===== config.mk =====
export PLATFORM = sky130hd
export DESIGN_NAME = dma_irq_ctrl
export DESIGN_NICKNAME = d
export VERILOG_FILES = /design/src/rtl/dma_irq_pkg.sv /design/src/rtl/dma_irq_event_map.sv /design/src/rtl/dma_irq_pend_reg.sv /design/src/rtl/dma_irq_mask_reg.sv /design/src/rtl/dma_irq_combine.sv /design/src/rtl/dma_irq_ctrl.sv
export SDC_FILE = /design/constraint.sdc
export NUM_CORES = 1
export LEC_CHECK = 0
export ABC_AREA = 1
export BUFFER_PORTS_ARGS = -buffer_cell sky130_fd_sc_hd__buf_2
export CORE_MARGIN = 10
export CORE_UTILIZATION = 25
export CTS_BUF_LIST = sky130_fd_sc_hd__clkbuf_16
export DETAILED_ROUTE_END_ITERATION = 6
export SLEW_MARGIN = 15
export SYNTH_ARGS = -nofsm -noshare
export SYNTH_HDL_FRONTEND = slang
export SYNTH_HIERARCHICAL = 1
export SYNTH_SLANG_ARGS = --single-unit

===== constraint.sdc =====
create_clock -name clk -period 3.3 [get_ports clk]
set_clock_uncertainty 0.05 [all_clocks]
set_input_delay 0.66 -clock clk [delete_from_list [all_inputs] [get_ports clk]]
set_output_delay 0.66 -clock clk [all_outputs]
set_load 0.01 [all_outputs]

===== src/rtl/dma_irq_pkg.sv =====
package dma_irq_pkg;
    localparam logic ADDR_ENABLE  = 1'b0;
    localparam logic ADDR_PENDING = 1'b1;
    localparam int   BITS_PER_CH  = 2;
endpackage


===== src/rtl/dma_irq_event_map.sv =====
module dma_irq_event_map #(
    parameter int NCH = 8,
    localparam int RW = 2 * dma_irq_pkg::BITS_PER_CH * NCH
) (
    input  logic [NCH-1:0] norm_half,
    input  logic [NCH-1:0] norm_end,
    input  logic [NCH-1:0] ded_half,
    input  logic [NCH-1:0] ded_end,
    output logic [RW-1:0]  ev_vec
);
    localparam int HALF_W = RW / 2;

    // Pair per channel: low bit = midpoint, high bit = completion.
    for (genvar n = 0; n < NCH; n++) begin : g_ch
        assign ev_vec[2*n]            = norm_half[n];
        assign ev_vec[2*n+1]          = norm_end[n];
        assign ev_vec[HALF_W+2*n]     = ded_half[n];
        assign ev_vec[HALF_W+2*n+1]   = ded_end[n];
    end
endmodule


===== src/rtl/dma_irq_pend_reg.sv =====
module dma_irq_pend_reg #(
    parameter int RW = 32
) (
    input  logic          clk,
    input  logic          rst_n,
    input  logic [RW-1:0] ev_vec,
    input  logic          clr_en,
    input  logic [RW-1:0] clr_mask,
    output logic [RW-1:0] pend_q
);
    logic [RW-1:0] clr_eff;

    always_comb begin
        clr_eff = clr_en ? clr_mask : '0;
    end

    // Set dominates clear.
    always_ff @(posedge clk) begin
        if (!rst_n) begin
            pend_q <= '0;
        end else begin
            pend_q <= (pend_q & ~clr_eff) | ev_vec;
        end
    end

    assert_ev_latch_R3: assert property (@(posedge clk) disable iff (!rst_n)
        (ev_vec != '0) |=> ((pend_q & $past(ev_vec)) == $past(ev_vec)));

    assert_no_spurious_R3: assert property (@(posedge clk) disable iff (!rst_n)
        $past(rst_n) |-> ((pend_q & ~$past(pend_q) & ~$past(ev_vec)) == '0));

    assert_w1c_R4: assert property (@(posedge clk) disable iff (!rst_n)
        clr_en |=> ((pend_q & $past(clr_mask & ~ev_vec)) == '0));

    assert_collision_R5: assert property (@(posedge clk) disable iff (!rst_n)
        clr_en |=> ((pend_q & $past(clr_mask & ev_vec)) == $past(clr_mask & ev_vec)));
endmodule


===== src/rtl/dma_irq_mask_reg.sv =====
module dma_irq_mask_reg #(
    parameter int RW = 32
) (
    input  logic          clk,
    input  logic          rst_n,
    input  logic          wr_en,
    input  logic [RW-1:0] wdata,
    output logic [RW-1:0] en_q
);
    always_ff @(posedge clk) begin
        if (!rst_n) begin
            en_q <= '0;
        end else if (wr_en) begin
            en_q <= wdata;
        end
    end

    assert_enable_wr_R6: assert property (@(posedge clk) disable iff (!rst_n)
        wr_en |=> (en_q == $past(wdata)));

    assert_enable_hold_R6: assert property (@(posedge clk) disable iff (!rst_n)
        (!wr_en && $past(rst_n)) |=> $stable(en_q));
endmodule


===== src/rtl/dma_irq_combine.sv =====
module dma_irq_combine #(
    parameter int RW = 32
) (
    input  logic [RW-1:0] pend,
    input  logic [RW-1:0] en,
    output logic          irq
);
    always_comb begin
        irq = |(pend & en);
    end
endmodule


===== src/rtl/dma_irq_ctrl.sv =====
module dma_irq_ctrl #(
    parameter int NCH = 8,
    localparam int RW = 2 * dma_irq_pkg::BITS_PER_CH * NCH
) (
    input  logic           clk,
    input  logic           rst_n,
    input  logic [NCH-1:0] norm_half,
    input  logic [NCH-1:0] norm_end,
    input  logic [NCH-1:0] ded_half,
    input  logic [NCH-1:0] ded_end,
    input  logic           reg_wr,
    input  logic           reg_addr,
    input  logic [RW-1:0]  wr_data,
    output logic [RW-1:0]  rd_data,
    output logic           irq
);
    import dma_irq_pkg::*;

    logic [RW-1:0] ev_vec;
    logic [RW-1:0] pend_q;
    logic [RW-1:0] en_q;
    logic          wr_pend;
    logic          wr_enab;

    always_comb begin
        wr_pend = reg_wr && (reg_addr == ADDR_PENDING);
        wr_enab = reg_wr && (reg_addr == ADDR_ENABLE);
    end

    dma_irq_event_map #(.NCH(NCH)) u_map (
        .norm_half (norm_half),
        .norm_end  (norm_end),
        .ded_half  (ded_half),
        .ded_end   (ded_end),
        .ev_vec    (ev_vec)
    );

    dma_irq_pend_reg #(.RW(RW)) u_pend (
        .clk      (clk),
        .rst_n    (rst_n),
        .ev_vec   (ev_vec),
        .clr_en   (wr_pend),
        .clr_mask (wr_data),
        .pend_q   (pend_q)
    );

    dma_irq_mask_reg #(.RW(RW)) u_mask (
        .clk   (clk),
        .rst_n (rst_n),
        .wr_en (wr_enab),
        .wdata (wr_data),
        .en_q  (en_q)
    );

    dma_irq_combine #(.RW(RW)) u_comb (
        .pend (pend_q),
        .en   (en_q),
        .irq  (irq)
    );

    always_comb begin
        unique case (reg_addr)
            ADDR_ENABLE:  rd_data = en_q;
            ADDR_PENDING: rd_data = pend_q;
            default:      rd_data = '0;
        endcase
    end

    assert_irq_level_R7: assert property (@(posedge clk) disable iff (!rst_n)
        irq |-> ((u_pend.pend_q & u_mask.en_q) != '0));

    assert_reset_R8: assert property (@(posedge clk)
        !rst_n |=> (!rst_n || ((pend_q == '0) && (en_q == '0))));
endmodule


; After elaboration in Yosys (flattened, before gate mapping)
; Index checks and enable logic that the tools add are counted.
[totals]
in_bits = 68
register_bits = 64
wordCells = 12
output_inout_bits = 33
[classes]
reduce_logical = 3
muxes = 2
bitwise_logic = 5
[op_table]
columns = cell, n
row1 = $and A32 B32 Y32, 2
row2 = $pmux W32 S2, 1
row3 = $mux W32, 1
row4 = $not A32 Y32, 1
row5 = $or A32 B32 Y32, 1
row6 = $reduce_or A32 Y1, 1
row7 = $logic_and A1 B1 Y1, 2
row8 = $not A1 Y1, 1

; Depth between registers and ports, before layout
; Gate-level depths: netlist (run 1).
[depth]
word_depth = 5
depth_mapped = 8
depth_no_buf = 6

; Cells and area by module
; The synthesis (run 1) kept the hierarchy.
[by_module_without_submodules]
columns = module, seq_area_each_um2, n_inst, area_per_inst_um2, cells_each
row1 = dma_irq_mask_reg, 640.6, 1, 1335.0, 202
row2 = dma_irq_pend_reg, 640.6, 1, 1234.9, 167
row3 = dma_irq_ctrl, 0.0, 1, 489.2, 108
row4 = dma_irq_event_map, 0.0, 1, 240.2, 32
row5 = dma_irq_combine, 0.0, 1, 236.5, 63

; Worst setup path after synthesis (run 1)
; Ideal clock, no wire load.
[synth_timing]
kind = input to output
start = in reg_addr
end = out rd_data[0]
path_buffers = 2
path_stages = 5
arrival_time_ps = 1098
setup_slack_ps = 1492
required_ps = 2590
cell_sequence = buf_6 -> inv_6 -> buf_12 -> nand2_2 -> nand2_1
[synth_via]
elab_chain_len = 2
[synth_rtl]
columns = item, line_no
row1 = start: declaration, dma_irq_ctrl.sv:12  ; input logic reg_addr,
row2 = $not A1 Y1, dma_irq_ctrl.sv:62  ; unique case (reg_addr)
row3 = $pmux W32 S2 (*), dma_irq_ctrl.sv:62
row4 = end: declaration, dma_irq_ctrl.sv:14  ; output logic [RW-1:0] rd_data,
; Mark *: on every way between the ends. The rest lies on a longest branch, timed or not.

; Worst setup path after layout (run 1)
[layout_timing]
start = in reg_addr
end = out rd_data[31]
; Same word-level chain as after synthesis.

==> metrics, run 1 <==
outcome finished clean; via density per instance 3.96; core area about 0.014 mm²; crit-path max cell delay 0.35 ns; crit end category primary output; Setup CP Type input port to primary output; mux cell area share after synthesis 0%; via count of the first global-routing pass approximately 3300; port buffer count 100; Crit Path Max Fanout 19; Data arrival, critical path 1.63 ns; Syn Area/Cell 6.18 µm²; die height 139 µm; Starting Density about a quarter; Finish-stage setup viols 0; Routed WL per cell 12.6 µm; setup repair bufs after CTS 0; Reg-to-Reg End u_pend/pend_q[25]$_SDFF_PN0_; reg2reg path depth 2; CTS Sinks 64; GP Congestion 0.729; setup slack, reg-to-reg 2.59 ns; register area share after synthesis between 30% and 40%; Worst setup SP type input port; dpl hpwl 7.77 mm; first-pass GRT wire length 16.5 mm; row cnt 43; Area Overhead vs Synth 15.9%; syn nets 640; Max Fclk 428 MHz; Post-Synthesis Cells 572; Hold Startpoint u_pend/pend_q[4]$_SDFF_PN0_; period utilization a little over two thirds; CP max-delay cell buf_2; Clock Pin Slew Worst Setup and Hold Paths 0.05 ns; Max-cap violations 0; unrepaired setup endpoints after global routing no; Tmin final ~2.3 ns; CTS buffer count 9; setup tns final 0 ns; Pwr per Cell Area 486 mW/mm²; Max clock buf depth 2; total die area approximately 0.019 mm²; Worst-Skew Late Latency 0.33 ns; post-synthesis compound-gate area fraction under 10%; synth warn 6; Relative slew margins 52.3%; Yosys reg bits 64; first-pass detailed-route iteration total 4; hold_buf cts 0; DRC viols 0; Overall Global Routing Usage 10.7%; root buffer cell clkbuf_16; Util after Layout 29.5%; Slew Limit Fails 0; ant diodes 0; Hold Path End u_pend/pend_q[4]$_SDFF_PN0_; starting DRC count in detailed routing approximately 120; Netlist Area Pre-Place about 0.0035 mm²; main combinational cell family by area after synthesis simple AND/OR/NAND/NOR gates; HP Class flop to flop; Data required, critical path 2.59 ns; Post-Synth Simple-Gate Area 38.2%; fraction of layout cells with a size suffix above 1 21.0%; Die X about 140 µm; Slew @ Worst Pin 0.714 ns; Max IR drop VDD 0.216 mV; Adder-Cell Fraction of Synth Area 0%; worst r2r src u_pend/pend_q[25]$_SDFF_PN0_; CP cell instances buf_2 -> buf_4 -> nand2_1 -> nand2_1 -> buf_2; CTS tree built; Netlist cell types 13; Post-Synth XOR/XNOR Area 0%; CTS resizes 0; final net count between 700 and 800; Vias 3233; antenna violations before repair 1; # IOs 101; largest net degree at the start of global routing 65; hold path depth 2; WL final 10.3 mm; H-tree Lvls 3; GRT overflow 0; Post-DRT Antenna Nets 0; final hold vios 0; Static Leak around 2.3 nW
==> state kept, by name (all words and copies together), names as in the netlist <==
register / count
u_mask/en_q: 32
u_pend/pend_q: 32
==> placed cells by master (no fill, tap or decap) <==
| master | n |
|---|---|
| a21oi_2 | 6 |
| inv_6 | 1 |
| nor2_1 | 74 |
| nand2_1 | 268 |
| a21oi_1 | 26 |
| nand2_2 | 10 |
| inv_1 | 70 |
| dfxtp_1 | 64 |
| buf_4 | 6 |
| nor2_4 | 1 |
| buf_2 | 100 |
| clkinv_1 | 1 |
| clkinv_2 | 1 |
| clkbuf_16 | 9 |
==> synthesized netlist by cell type <==
cell type	instances	share of area (%)
nand2_1	268	28
clkbuf_1	1	0.11
nand2_2	10	1.8
buf_2	5	0.71
a21oi_2	6	1.5
inv_6	1	0.25
buf_4	34	7.2
buf_12	1	0.57
nor2_1	75	8.0
dfxtp_1	64	36
buf_6	14	4.5
inv_1	67	7.1
a21oi_1	26	3.7
==> metal layers <==
| layer | vias to the layer above | track usage (%) | wire length [µm] |
|---|---|---|---|
| li1 | 1762 | - | - |
| met1 | 1378 | 12.2 | 4750 |
| met2 | 85 | 17.7 | 4680 |
| met3 | 8 | 5.00 | 749 |
| met4 | 0 | 2.64 | 97 |
| met5 | - | 0 | 0 |
==> how the worst max path moves through the flow <==
stage,startpoint,end,depth (start not counted)
2_1_floorplan,reg_addr,rd_data[0],5
3_3_place_gp,reg_addr,rd_data[31],5
3_5_place_dp,reg_addr,rd_data[31],5
4_1_cts,reg_addr,rd_data[31],5
5_1_grt,reg_addr,rd_data[3],5
6_report,reg_addr,rd_data[31],5
==> metrics by stage <==
step	power, W	cell area [µm²]	setup slack [ns]	hold slack, ns	cells
5_1_grt	0.00211	4100	0.866	0.443	817
3_5_place_dp	0.00121	3850	0.912	0.423	803
6_report	0.00199	4100	0.965	0.430	817
2_1_floorplan	0.00111	3540	1.49	0.402	572
4_1_cts	0.00204	4100	0.913	0.430	817
3_3_place_gp	0.00120	3850	0.918	0.423	803
==> power breakdown <==
group | leakage (nW) | total (W) | internal [W] | switching, W
Sequential | 0.532 | 0.000874 | 0.000829 | 0.0000445
Clock | 0.132 | 0.000807 | 0.000486 | 0.000321
Combinational | 1.68 | 0.000309 | 0.000126 | 0.000183
==> area by class of cell <==
class                   instances  area (µm²)
multi-input cells             385        1540
inverters                      68         260
clock inverters                 5        20.0
fillers                      1621        9780
clock buffers                   9         225
well taps                     180         225
flip-flops and latches         64        1280
repair buffers                106         546
==> cell families (layout without fill, tap and decap cells) <==
family	after synthesis	after routing
flip-flops	64	64
AND/OR/NAND/NOR	353	353
buffers and inverters	123	188
AO/OA/AOI/OAI	32	32
==> worst max-delay path, delay by kind of cell <==
| kind | cells | cell delay (ns) |
|---|---|---|
| buf+inv | 3 | 0.82 |
| simple gates | 2 | 0.14 |
Power figures use the tool's default switching activity.
==> run 2, diff against run 1 <==
ABC_AREA = 0   (was 1)
clock period = 2.2 ns   (was 3.3 ns; I/O delays follow)
==> metrics, run 2 <==
outcome finished clean; Crit Path Max Fanout 3; most common cell after layout, fill and taps aside buf_2; Max Fclk 460 MHz; Adder-Cell Fraction of Synth Area 0%; Syn Area/Cell 10.2 µm²; Max IR drop VDD around 0.31 mV; port buffer count 100; # IOs 101; CP cell instances a22oi_2 -> nand4_1 -> or4_1 -> buf_2; via density per instance 4.41; synth warn 6; most frequent cells in the layout buf_2, dfxtp_1, inv_1; CTS tree built; Routed WL per cell roughly 17 µm; Post-Synthesis Cells 328; register area share after synthesis around two fifths; Vias 2546; H-tree Lvls 3; unrepaired setup endpoints after global routing yes; CP bufs+invs 1; fraction of layout cells with a size suffix above 1 between 40% and 50%; Synth area leader dfxtp_1; starting DRC count in detailed routing 80; Setup WS pre-CTS 0.219 ns; largest net degree at the start of global routing 65; Worst setup SP type flop; Netlist cell types 19; CTS Sinks 64; Post-Synth Simple-Gate Area 7.35%; die height 136 µm; Layout Cells excl Fill just under 600; Data required, critical path 1.71 ns; first-pass GRT wire length 14.8 mm; GP Congestion 0.698; Slew Limit Fails 0; ys flop type dfxtp_1; count leader, synth dfxtp_1; Setup CP Type flop to primary output; CP max-delay cell or4_1; # fillers 1387; Yosys reg bits 64; Die X 136 µm; Crit path max-delay family simple AND/OR/NAND/NOR gates; Slew @ Worst Pin 0.353 ns; Relative slew margins 76.5%; row cnt 42; Post-DRT Antenna Nets 0; post-synthesis compound-gate area fraction 14.5%; GRT overflow 0; total die area 0.0184 mm²; final net count 464; Post-synth EDFFs 0; antenna violations before repair 0; Netlist Area Pre-Place about 0.0033 mm²; core area 0.0131 mm²; Worst-Skew Late Latency about 0.33 ns; mux cell area share after synthesis a little under a quarter; Pwr per Cell Area 771 mW/mm²; final hold vios 0; Overall Global Routing Usage around a tenth; Post-Synth XOR/XNOR Area 0%; Area Overhead vs Synth 21.0%; crit-path max cell delay 0.42 ns; main combinational cell family by area after synthesis multiplexers; Post-synth ARST share 0%; gr busiest metal met2; Starting Density 25.4%; Max-cap violations 0; root buffer cell clkbuf_16; dpl hpwl 7.06 mm; M2 GR Usage around 17%; CTS buffer count 9; Finish-stage setup viols 0; Max clock buf depth 2; GR Util met3 4.64%; worst setup margin 0.0237 ns; DRC viols 0; first-pass detailed-route iteration total 4; period utilization 98.9%; DP Cell Count 561; synth top area cells dfxtp_1, mux2_4, mux2i_1; crit end category primary output; via count of the first global-routing pass 2737; Static Leak 1.86 nW; Clock Pin Slew Worst Setup and Hold Paths 0.05 ns; Post-synth top cells dfxtp_1, nor2b_1; WL final about 9.5 mm; syn nets between 300 and 400; Tmin final 2.18 ns; HP Class input port to flop; Data arrival, critical path about 1.7 ns; biggest regs u_mask/en_q: 32 flops, u_pend/pend_q: 32 flops; hold_buf cts 0; ant diodes 0; met1 usage 11.7%; post-synth top area share 38.4%
-- run 2: worst register-to-register path, stage by stage (launching register included) --
cell	delay, ns
dfxtp_1	0.35
o21ai_0	0.11
a31oi_1	0.20
-- run 2: final cells by class --
type                       count  area (µm²)  area share (%)
sequential                    64        1280            31.7
clock inverter                 7        56.3            1.39
inverter                      32         120            2.97
tap                          176         220            5.45
timing repair buffer         106         571            14.1
multi-input combinational    183        1560            38.7
clock buffer                   9         225            5.58
-- run 2: cells by family (layout without fill, tap and decap cells) --
kind of cell	after synthesis	count (layout)
compound gates	80	80
buf+inv	81	154
flops	64	64
mux	64	64
simple gates	39	39
-- run 2: metrics by stage --
stage | utilization, % | total power [W] | area, µm² | setup TNS [ns] | hold WS, ns
floorplan | - | 0.00163 | 3340 | 0 | 0.452
global placement | 28.3 | 0.00176 | 3720 | 0 | 0.472
detailed placement | 28.3 | 0.00178 | 3720 | 0 | 0.482
CTS | 30.6 | 0.00317 | 4020 | -0.0509 | 0.236
global route | 30.7 | 0.00327 | 4040 | -0.0934 | 0.250
finish | 30.7 | 0.00311 | 4040 | 0 | 0.258
-- run 2: repair_timing --
action | CTS | global route
gates resized for setup | 4 | 4
setup buffers | 0 | 0
pin swaps | 2 | 2
setup endpoints to repair | 1 | 1
-- run 2: power by group --
group | switching, W | leakage (nW) | total [W] | internal (W)
sequential | 0.0000641 | 0.530 | 0.00130 | 0.00124
clock | 0.000502 | 0.153 | 0.00136 | 0.000857
combinational | 0.000219 | 1.17 | 0.000455 | 0.000236
total | 0.000785 | 1.86 | 0.00311 | 0.00233
-- run 2: metal layers --
layer  part of all wire, %  wire length, µm
met5                     0                0
met4                   1.4              131
met3                   8.6              820
met2                    47             4470
met1                    43             4120
-- run 2: path summary, 6_finish.rpt --
kind | startpoint | endpoint | slack, ns | cells past startpoint
max | u_mask/en_q[14]$_SDFFE_PN0P_ | irq | 0.02 | 4
min | wr_data[21] | u_pend/pend_q[21]$_SDFF_PN0_ | 0.26 | 2
max reg2reg | u_pend/pend_q[23]$_SDFF_PN0_ | u_pend/pend_q[23]$_SDFF_PN0_ | 1.40 | 2
min reg2reg | u_mask/en_q[21]$_SDFFE_PN0P_ | u_mask/en_q[21]$_SDFFE_PN0P_ | 0.49 | 2
==> run 3, diff against run 2 <==
CAP_MARGIN = 20   (was unset)
SETUP_SLACK_MARGIN = 0.5   (was unset)
clock period = 2.14 ns   (was 2.2 ns; I/O delays follow)
==> metrics, run 3 (same netlist as run 2, synthesis figures left out) <==
Max-cap violations 0; DRC viols 0; WL final 10.1 mm; CTS tree built; final net count 471; Pwr per Cell Area 753 mW/mm²; Setup WS pre-CTS 0.191 ns; first-pass detailed-route iteration total 4; Crit Path Max Fanout 3; # IOs a little over 100; CTS Sinks 64; most common cell after layout, fill and taps aside buf_2; fraction of layout cells with a size suffix above 1 between 40% and 50%; Data arrival, critical path 1.70 ns; # fillers 1348; largest net degree at the start of global routing 65; Die X 136 µm; Post-DRT Antenna Nets 0; worst setup margin -0.0347 ns; most frequent cells in the layout buf_2, dfxtp_1, inv_1, buf_6; post-route cell area 0.00439 mm²; row cnt 42; failing checks negative setup slack; area occupied by multi-input gates ~0.0016 mm²; starting DRC count in detailed routing between 60 and 70; placed cell areas 0.00372 mm²; Starting Density 25.4%; Slew @ Worst Pin 0.352 ns; setup tns final -0.0347 ns; Setup CP Type flop to primary output; GP Congestion 0.710; Area Overhead vs Synth 31.7%; Worst-Skew Late Latency 0.33 ns; ant diodes 0; root buffer cell clkbuf_16; register area 0.00129 mm²; Data required, critical path 1.66 ns; Static Leak just under 2 nW; via count of the first global-routing pass 2952; dpl hpwl between 7 and 8 mm; crit end category primary output; Finish-stage setup viols 1; port buffer count 100; Max Fclk 460 MHz; Routed WL per cell 17.3 µm; first-pass GRT wire length 15.9 mm; Vias 2600; total die area 0.0184 mm²; Max clock buf depth 2; Tmin final 2.17 ns; Max IR drop VDD 0.402 mV; Overall Global Routing Usage 11.2%; H-tree Lvls 3; Relative slew margins 76.5%; biggest regs u_mask/en_q: 32 flops, u_pend/pend_q: 32 flops; HP Class input port to flop; die height approximately 140 µm; Worst setup SP type flop; outcome finished with violations; Clock Pin Slew Worst Setup and Hold Paths 0.05 ns; antenna violations before repair 0; Slew Limit Fails 0; final hold vios 0; CTS buffer count 9; period utilization 102%; core area 0.0131 mm²; Util after Layout 33.4%; GRT overflow 0; via density per instance 4.46; total design power 0.00331 W; unrepaired setup endpoints after global routing yes
-- run 3: changes by cell type in the layout (fill, tap and decap cells not counted), sizes merged --
cell / delta
inv: -2
clkinv: +1
buf: +7
-- run 3: area by class of cell --
cell class / instances / area share [%]
clock buffer: 9 / 5.13
clock inverter: 6 / 1.20
inverter: 32 / 2.73
multi-input combinational: 183 / 35.6
sequential: 64 / 29.3
tap: 176 / 5.01
timing repair buffer: 113 / 21.1
-- run 3: per-stage QoR --
step | hold WS [ns] | cells
after CTS | 0.239 | 583
after floorplan | 0.452 | 328
after detailed placement | 0.484 | 561
after global routing | 0.243 | 583
final | 0.253 | 583
after global placement | 0.472 | 561
-- run 3: timing repair --
item | CTS | global route
resized for setup | 52 | 7
hold buffers | 0 | 0
cloned | 4 | 0
endpoints found under the setup margin | 33 | 26
pin swaps | 7 | 2
endpoints found under the hold margin | 0 | 0
buffers inserted | 3 | 0
-- run 3: routing by layer --
| layer | up-vias | track usage, % | wire [µm] |
|---|---|---|---|
| met5 | - | 0 | 0 |
| met4 | 0 | 3.29 | 133 |
| met3 | 11 | 5.30 | 824 |
| met2 | 72 | 18.9 | 4820 |
| met1 | 1241 | 12.4 | 4300 |
| li1 | 1276 | - | - |
-- run 3: power breakdown --
group	total, W	switching [W]	internal, W
registers	0.00133	0.0000635	0.00127
logic	0.000584	0.000250	0.000334
clock network	0.00139	0.000511	0.000879
-- run 3: final timing paths --
check / to / slack, ns / cells after the start / start
worst min register to register: u_mask/en_q[12]$_SDFFE_PN0P_ / 0.49 / 2 / u_mask/en_q[12]$_SDFFE_PN0P_
worst max register to register: u_pend/pend_q[29]$_SDFF_PN0_ / 1.35 / 2 / u_pend/pend_q[29]$_SDFF_PN0_
worst max-delay path: irq / -0.03 / 4 / u_pend/pend_q[5]$_SDFF_PN0_
worst min-delay path: u_pend/pend_q[20]$_SDFF_PN0_ / 0.25 / 2 / wr_data[20]
-- run 3: critical path, cell delays in order (launching register included) --
cell and delay, ns:
dfxtp_1 0.32, a22oi_1 0.24, nand4_1 0.13, or4_4 0.54
buf_6 0.14
